`src/rtl/irq_map_pkg.sv`:
```
package irq_map_pkg;

  localparam int unsigned REG_W      = 32;
  localparam int unsigned SLOT_BYTES = 8;
  localparam int unsigned PIN_W      = 2;

  typedef enum logic {
    BUS_PRIMARY   = 1'b0,
    BUS_SECONDARY = 1'b1
  } bus_kind_e;

  // Read-only low field of the mapping register for group k
  function automatic logic [REG_W-2:0] map_fixed_field(int unsigned k);
    logic [REG_W-1:0] v;
    v = 32'h0000_07C0 | (32'(k) << 2);
    return v[REG_W-2:0];
  endfunction

endpackage

```
`src/rtl/irq_map_regs.sv`:
```
module irq_map_regs
  import irq_map_pkg::*;
#(
  parameter int unsigned NUM_GROUPS = 8,
  parameter int unsigned ADDR_W     = 16,
  parameter int unsigned WIN_BASE   = 32'h0000_0C00
) (
  input  logic                  clk_i,
  input  logic                  rst_ni,
  input  logic                  req_i,
  input  logic                  we_i,
  input  logic [ADDR_W-1:0]     addr_i,
  input  logic                  wbit_i,
  output logic [REG_W-1:0]      rdata_o,
  output logic [NUM_GROUPS-1:0] en_o
);

  localparam int unsigned WIN_BYTES = NUM_GROUPS * SLOT_BYTES;
  localparam int unsigned IDX_W     = (NUM_GROUPS > 1) ? $clog2(NUM_GROUPS) : 1;
  localparam int unsigned IDX_LSB   = $clog2(SLOT_BYTES);

  logic              in_win, live;
  logic [IDX_W-1:0]  idx;
  logic [REG_W-1:0]  rd_d, rd_q;
  logic [NUM_GROUPS-1:0] en_q;

  assign in_win = ({{(32-ADDR_W){1'b0}}, addr_i} >= WIN_BASE) &&
                  ({{(32-ADDR_W){1'b0}}, addr_i} <  WIN_BASE + WIN_BYTES);
  assign idx    = addr_i[IDX_LSB +: IDX_W];
  // only the upper word of each slot is a register
  assign live   = in_win && addr_i[2];

  for (genvar g = 0; g < NUM_GROUPS; g++) begin : g_en
    always_ff @(posedge clk_i or negedge rst_ni) begin
      if (!rst_ni)                                      en_q[g] <= 1'b0;
      else if (req_i && we_i && live && (idx == IDX_W'(g))) en_q[g] <= wbit_i;
    end
  end

  always_comb begin
    rd_d = '0;
    for (int k = 0; k < NUM_GROUPS; k++) begin
      if (live && (idx == IDX_W'(k))) rd_d = {en_q[k], map_fixed_field(k)};
    end
  end

  always_ff @(posedge clk_i or negedge rst_ni) begin
    if (!rst_ni)             rd_q <= '0;
    else if (req_i && !we_i) rd_q <= rd_d;
  end

  assign rdata_o = rd_q;
  assign en_o    = en_q;

endmodule

```
`src/rtl/irq_map_gate.sv`:
```
module irq_map_gate #(
  parameter int unsigned NUM_GROUPS      = 8,
  parameter int unsigned LINES_PER_GROUP = 4,
  localparam int unsigned NUM_LINES      = NUM_GROUPS * LINES_PER_GROUP
) (
  input  logic                  clk_i,
  input  logic                  rst_ni,
  input  logic [NUM_GROUPS-1:0] en_i,
  input  logic [NUM_LINES-1:0]  lines_i,
  output logic [NUM_LINES-1:0]  irq_o
);

  logic [LINES_PER_GROUP-1:0] grp_q [NUM_GROUPS];

  for (genvar g = 0; g < NUM_GROUPS; g++) begin : g_grp
    always_ff @(posedge clk_i or negedge rst_ni) begin
      if (!rst_ni)      grp_q[g] <= '0;
      else if (en_i[g]) grp_q[g] <= lines_i[g*LINES_PER_GROUP +: LINES_PER_GROUP];
      else              grp_q[g] <= '0;
    end
    assign irq_o[g*LINES_PER_GROUP +: LINES_PER_GROUP] = grp_q[g];
  end

endmodule

```
`src/rtl/irq_line_calc.sv`:
```
module irq_line_calc
  import irq_map_pkg::*;
#(
  parameter int unsigned DEVFN_W = 8,
  parameter int unsigned LINE_W  = 5
) (
  input  logic [DEVFN_W-1:0] devfn_i,
  input  logic [PIN_W-1:0]   pin_i,
  input  bus_kind_e          kind_i,
  output logic [LINE_W-1:0]  line_o
);

  localparam int unsigned PRI_FN_STRIDE = 16;
  localparam int unsigned SLOT_STRIDE   = 4;

  logic [LINE_W-1:0] pri_line, sec_line;
  logic              unused_devfn;

  assign pri_line = (devfn_i[0] ? LINE_W'(PRI_FN_STRIDE) : '0) + LINE_W'(pin_i);
  assign sec_line = LINE_W'(devfn_i[4:3]) * LINE_W'(SLOT_STRIDE) + LINE_W'(pin_i);
  assign line_o   = (kind_i == BUS_SECONDARY) ? sec_line : pri_line;

  assign unused_devfn = ^{devfn_i[DEVFN_W-1:5], devfn_i[2:1]};

endmodule

```
`src/rtl/irq_map_ctrl.sv`:
```
module irq_map_ctrl
  import irq_map_pkg::*;
#(
  parameter int unsigned NUM_GROUPS      = 8,
  parameter int unsigned LINES_PER_GROUP = 4,
  parameter int unsigned ADDR_W          = 16,
  parameter int unsigned WIN_BASE        = 32'h0000_0C00,
  parameter int unsigned DEVFN_W         = 8,
  localparam int unsigned NUM_LINES      = NUM_GROUPS * LINES_PER_GROUP,
  localparam int unsigned LINE_W         = $clog2(NUM_LINES)
) (
  input  logic                 clk_i,
  input  logic                 rst_ni,
  input  logic                 reg_req_i,
  input  logic                 reg_we_i,
  input  logic [ADDR_W-1:0]    reg_addr_i,
  input  logic [REG_W-1:0]     reg_wdata_i,
  output logic [REG_W-1:0]     reg_rdata_o,
  input  logic [NUM_LINES-1:0] irq_lines_i,
  output logic [NUM_LINES-1:0] irq_o,
  input  logic [DEVFN_W-1:0]   devfn_i,
  input  logic [PIN_W-1:0]     intx_pin_i,
  input  logic                 bus_sel_i,
  output logic [LINE_W-1:0]    line_num_o
);

  logic [NUM_GROUPS-1:0] grp_en;
  logic                  unused_wdata;

  assign unused_wdata = ^reg_wdata_i[REG_W-2:0];

  irq_map_regs #(
    .NUM_GROUPS (NUM_GROUPS),
    .ADDR_W     (ADDR_W),
    .WIN_BASE   (WIN_BASE)
  ) u_regs (
    .clk_i   (clk_i),
    .rst_ni  (rst_ni),
    .req_i   (reg_req_i),
    .we_i    (reg_we_i),
    .addr_i  (reg_addr_i),
    .wbit_i  (reg_wdata_i[REG_W-1]),
    .rdata_o (reg_rdata_o),
    .en_o    (grp_en)
  );

  irq_map_gate #(
    .NUM_GROUPS      (NUM_GROUPS),
    .LINES_PER_GROUP (LINES_PER_GROUP)
  ) u_gate (
    .clk_i   (clk_i),
    .rst_ni  (rst_ni),
    .en_i    (grp_en),
    .lines_i (irq_lines_i),
    .irq_o   (irq_o)
  );

  irq_line_calc #(
    .DEVFN_W (DEVFN_W),
    .LINE_W  (LINE_W)
  ) u_line (
    .devfn_i (devfn_i),
    .pin_i   (intx_pin_i),
    .kind_i  (bus_kind_e'(bus_sel_i)),
    .line_o  (line_num_o)
  );

endmodule

```
`config.mk`:
```
export PLATFORM = sky130hd
export DESIGN_NAME = irq_map_ctrl
export DESIGN_NICKNAME = d
export VERILOG_FILES = /design/src/rtl/irq_map_pkg.sv /design/src/rtl/irq_map_regs.sv /design/src/rtl/irq_map_gate.sv /design/src/rtl/irq_line_calc.sv /design/src/rtl/irq_map_ctrl.sv
export SDC_FILE = /design/constraint.sdc
export NUM_CORES = 1
export LEC_CHECK = 0
export BUFFER_PORTS_ARGS = -buffer_cell sky130_fd_sc_hd__buf_2
export CAP_MARGIN = 20
export CELL_PAD_IN_SITES_DETAIL_PLACEMENT = 1
export CELL_PAD_IN_SITES_GLOBAL_PLACEMENT = 1
export CORE_ASPECT_RATIO = 1.1
export CORE_MARGIN = 2
export CORE_UTILIZATION = 27
export DETAILED_ROUTE_END_ITERATION = 16
export PLACE_DENSITY = 0.85
export SYNTH_ARGS = -nofsm -noshare
export SYNTH_HDL_FRONTEND = slang
export SYNTH_SLANG_ARGS = --single-unit
```
`constraint.sdc`:
```
create_clock -name clk_i -period 1.66 [get_ports clk_i]
set_input_delay 0.249 -clock clk_i [delete_from_list [all_inputs] [get_ports clk_i]]
set_output_delay 0.249 -clock clk_i [all_outputs]
set_load 0.02 [all_outputs]
```
==> metrics.yaml <==
drv_slew: 0
hold_buffers: 1
synthToLayoutAreaGrowth_pct: 30.7
worstPathMaxFanout: 6
post_cts_buffers: 0
final_layout_size_suffix_gt1_frac: 0.484
grt_max_degree: 27
dp_hpwl_microns: 3600
fin_crit_sh: 0.932
crit_path_top_delay_cell: "mux4_1"
r2r-start: "u_regs.en_o[0]"
drtIter0Drc: 21
startpoint_type: "flip-flop"
finalPower_uw: 1950
io_buffers: 98
maxCapViolations: 0
yosysTopAreaCellShare: 0.591
synthDistinctLibCells: 22
routabilityCongestion: 0.722
critPathLaunch: "u_regs.en_o[0]"
h-tree-depth: 2
crit_buf_inv: 0
tritoncts: "built"
design_area_sq_mm: 0.00249
met3_usage: 0.0387
die_y_microns: 92.1
core_sq_mm: 0.00693
ys_ff_latch: 45
fin_worst_skew_ns: 0.0109
clkTransAtPathRegs_ns: 0.09
synth-seq-area-share: 0.591
synth_area_leaders: "dfrtp_1 59%, and2_1 11%, buf_4 11%"
overflow: 0
fmax_ghz: 0.646
p_leak_uw: 0.00147
via_per_inst: 4.13
end_kind: "flip-flop"
fin_ws_ns: 0.113
dp_slack_ns: -0.0962
use_met1: 0.121
use_met2: 0.212
final_util: 0.359
r2r_cells: 3
r2r-end: "u_regs.rdata_o[31]"
criticalPathCategory: "reg2reg"
outcome: "completed"
antenna_left: 0
holdPathEnd: "u_gate.irq_o[25]"
ios: 164
drc: 0
cp_top_family: "multiplexers"
grt_use_total: 0.115
grt_antenna_before_repair: 0
grt_first_pass_wirelength_microns: 6870
vias: 1392
finalHoldViolCount: 0
critPathMaxStageDelay_ns: 0.51
setup_viol: 0
wirelength_microns: 4420
antennaDiodeCount: 0
hold_depth: 2
synth_warnings: 0
numCtsBuffers: 5
relSlewSlack: 0.622
clock_sinks: 45
layout_common_cells: "98 x buf_2, 45 x dfrtp_1, 35 x and2_1"
hold_start: "irq_lines_i[25]"
final_common_cell: "buf_2"
vdd_ir_drop_max_mv: 0.304
rsz0062_at_grt: "no"
initial_core_util: 0.275
cts_resized: 0
grt_busiest_layer: "met2"
nNetsFinal: 346
grt_pass1_vias: 1447
die-area_sq_mm: 0.00775
wl_per_cell_microns: 13.1
synth_cells: 149
hp-class: "in2reg"
yosysTopAreaCell: "dfrtp_1"
fin_crit_ns: 1.55
synth_area_per_cell_sq_um: 12.8
clock_latency_ns: 0.30
rows: 32
cp_data_required_time_ns: 1.86
dpl_cell_area_sq_mm: 0.00239
drtPass1Iterations: 3
path_cells: "mux4_1 -> mux2_2 -> a22o_1"
synth_area_sq_mm: 0.00191
fill_cells: 804
die_x_microns: 84.1
clock_tree.buffer_depth: 2
p_per_area_mw_per_mm2: 785
worstPathArrival_ns: 1.75
root_buffer: "clkbuf_8"
worstMarginPinSlew_ns: 0.567
r2r_slack_ns: 0.11
-- layout make-up --
| class | instances | area [sq um] | share of cell area |
|---|---|---|---|
| tap | 85 | 106 | 0.0427 |
| clock buffer | 5 | 68.8 | 0.0276 |
| clock inverter | 3 | 21.3 | 0.00854 |
| timing repair buffer | 104 | 538 | 0.216 |
| sequential | 45 | 1130 | 0.452 |
| multi-input combinational | 95 | 629 | 0.253 |
-- routing by layer --
metal / vias up / share of wire
li1: 645 / -
met1: 669 / 0.36
met2: 71 / 0.54
met3: 7 / 0.088
met4: 0 / 0.012
met5: - / 0
-- cell families (layout without fill, tap and decap cells) --
family,after synthesis,in the layout,synth area share
buffers and inverters,31,112,0.122
AND/OR/NAND/NOR,56,56,0.182
flip-flops,45,45,0.591
other,1,23,0.00197
AO/OA/AOI/OAI,5,5,0.0223
multiplexers,11,11,0.0808
-- flip-flops by register name (all words and copies together) (netlist names) --
signal          count
u_regs.rdata_o      5
u_gate.irq_o       32
u_regs.en_o         8
-- cell usage after synthesis --
library cell / instances
dfrtp_1: 45
and2_1: 35
buf_4: 29
mux2_2: 9
nor3_1: 5
a22o_1: 4
nor2_1: 4
mux4_1: 2
nand2b_1: 2
nand4_1: 2
a21o_1: 1
and3_1: 1
and4bb_2: 1
buf_6: 1
clkbuf_1: 1
conb_1: 1
nand2_1: 1
nand3_1: 1
nor2b_1: 1
nor4_1: 1
nor4b_2: 1
or2b_1: 1
-- stage by stage --
stage | TNS [ns] | hold slack (ns) | instances
finish | 0 | 0.150 | 337
global route | 0 | 0.153 | 337
CTS | 0 | 0.149 | 337
detailed placement | -0.459 | 0.285 | 328
global placement | -0.250 | 0.261 | 328
floorplan | 0 | -0.0466 | 171
-- power by group --
group / leakage [uW] / internal, uW / switching, uW
logic: 0.000796 / 63.1 / 111
registers: 0.000629 / 1100 / 0.247
clock network: 0.0000445 / 299 / 386
-- how the worst max path moves through the flow --
| stage | to | slack [ns] | cells past startpoint |
|---|---|---|---|
| after floorplan | u_regs.en_o[0] | 0.21 | 4 |
| after global placement | u_regs.en_o[3] | -0.07 | 5 |
| after detailed placement | u_regs.en_o[0] | -0.1 | 5 |
| after CTS | u_regs.rdata_o[31] | 0.09 | 3 |
| after global routing | u_regs.rdata_o[31] | 0.06 | 3 |
| final | u_regs.rdata_o[31] | 0.11 | 3 |
-- worst reg2reg max path, delay by kind of cell, from the launching register on --
kind | cells | cell delay (ns)
multiplexers | 2 | 0.80
AO/OA/AOI/OAI | 1 | 0.19
flip-flops | 1 | 0.46
(Power assumes the default switching activity.)
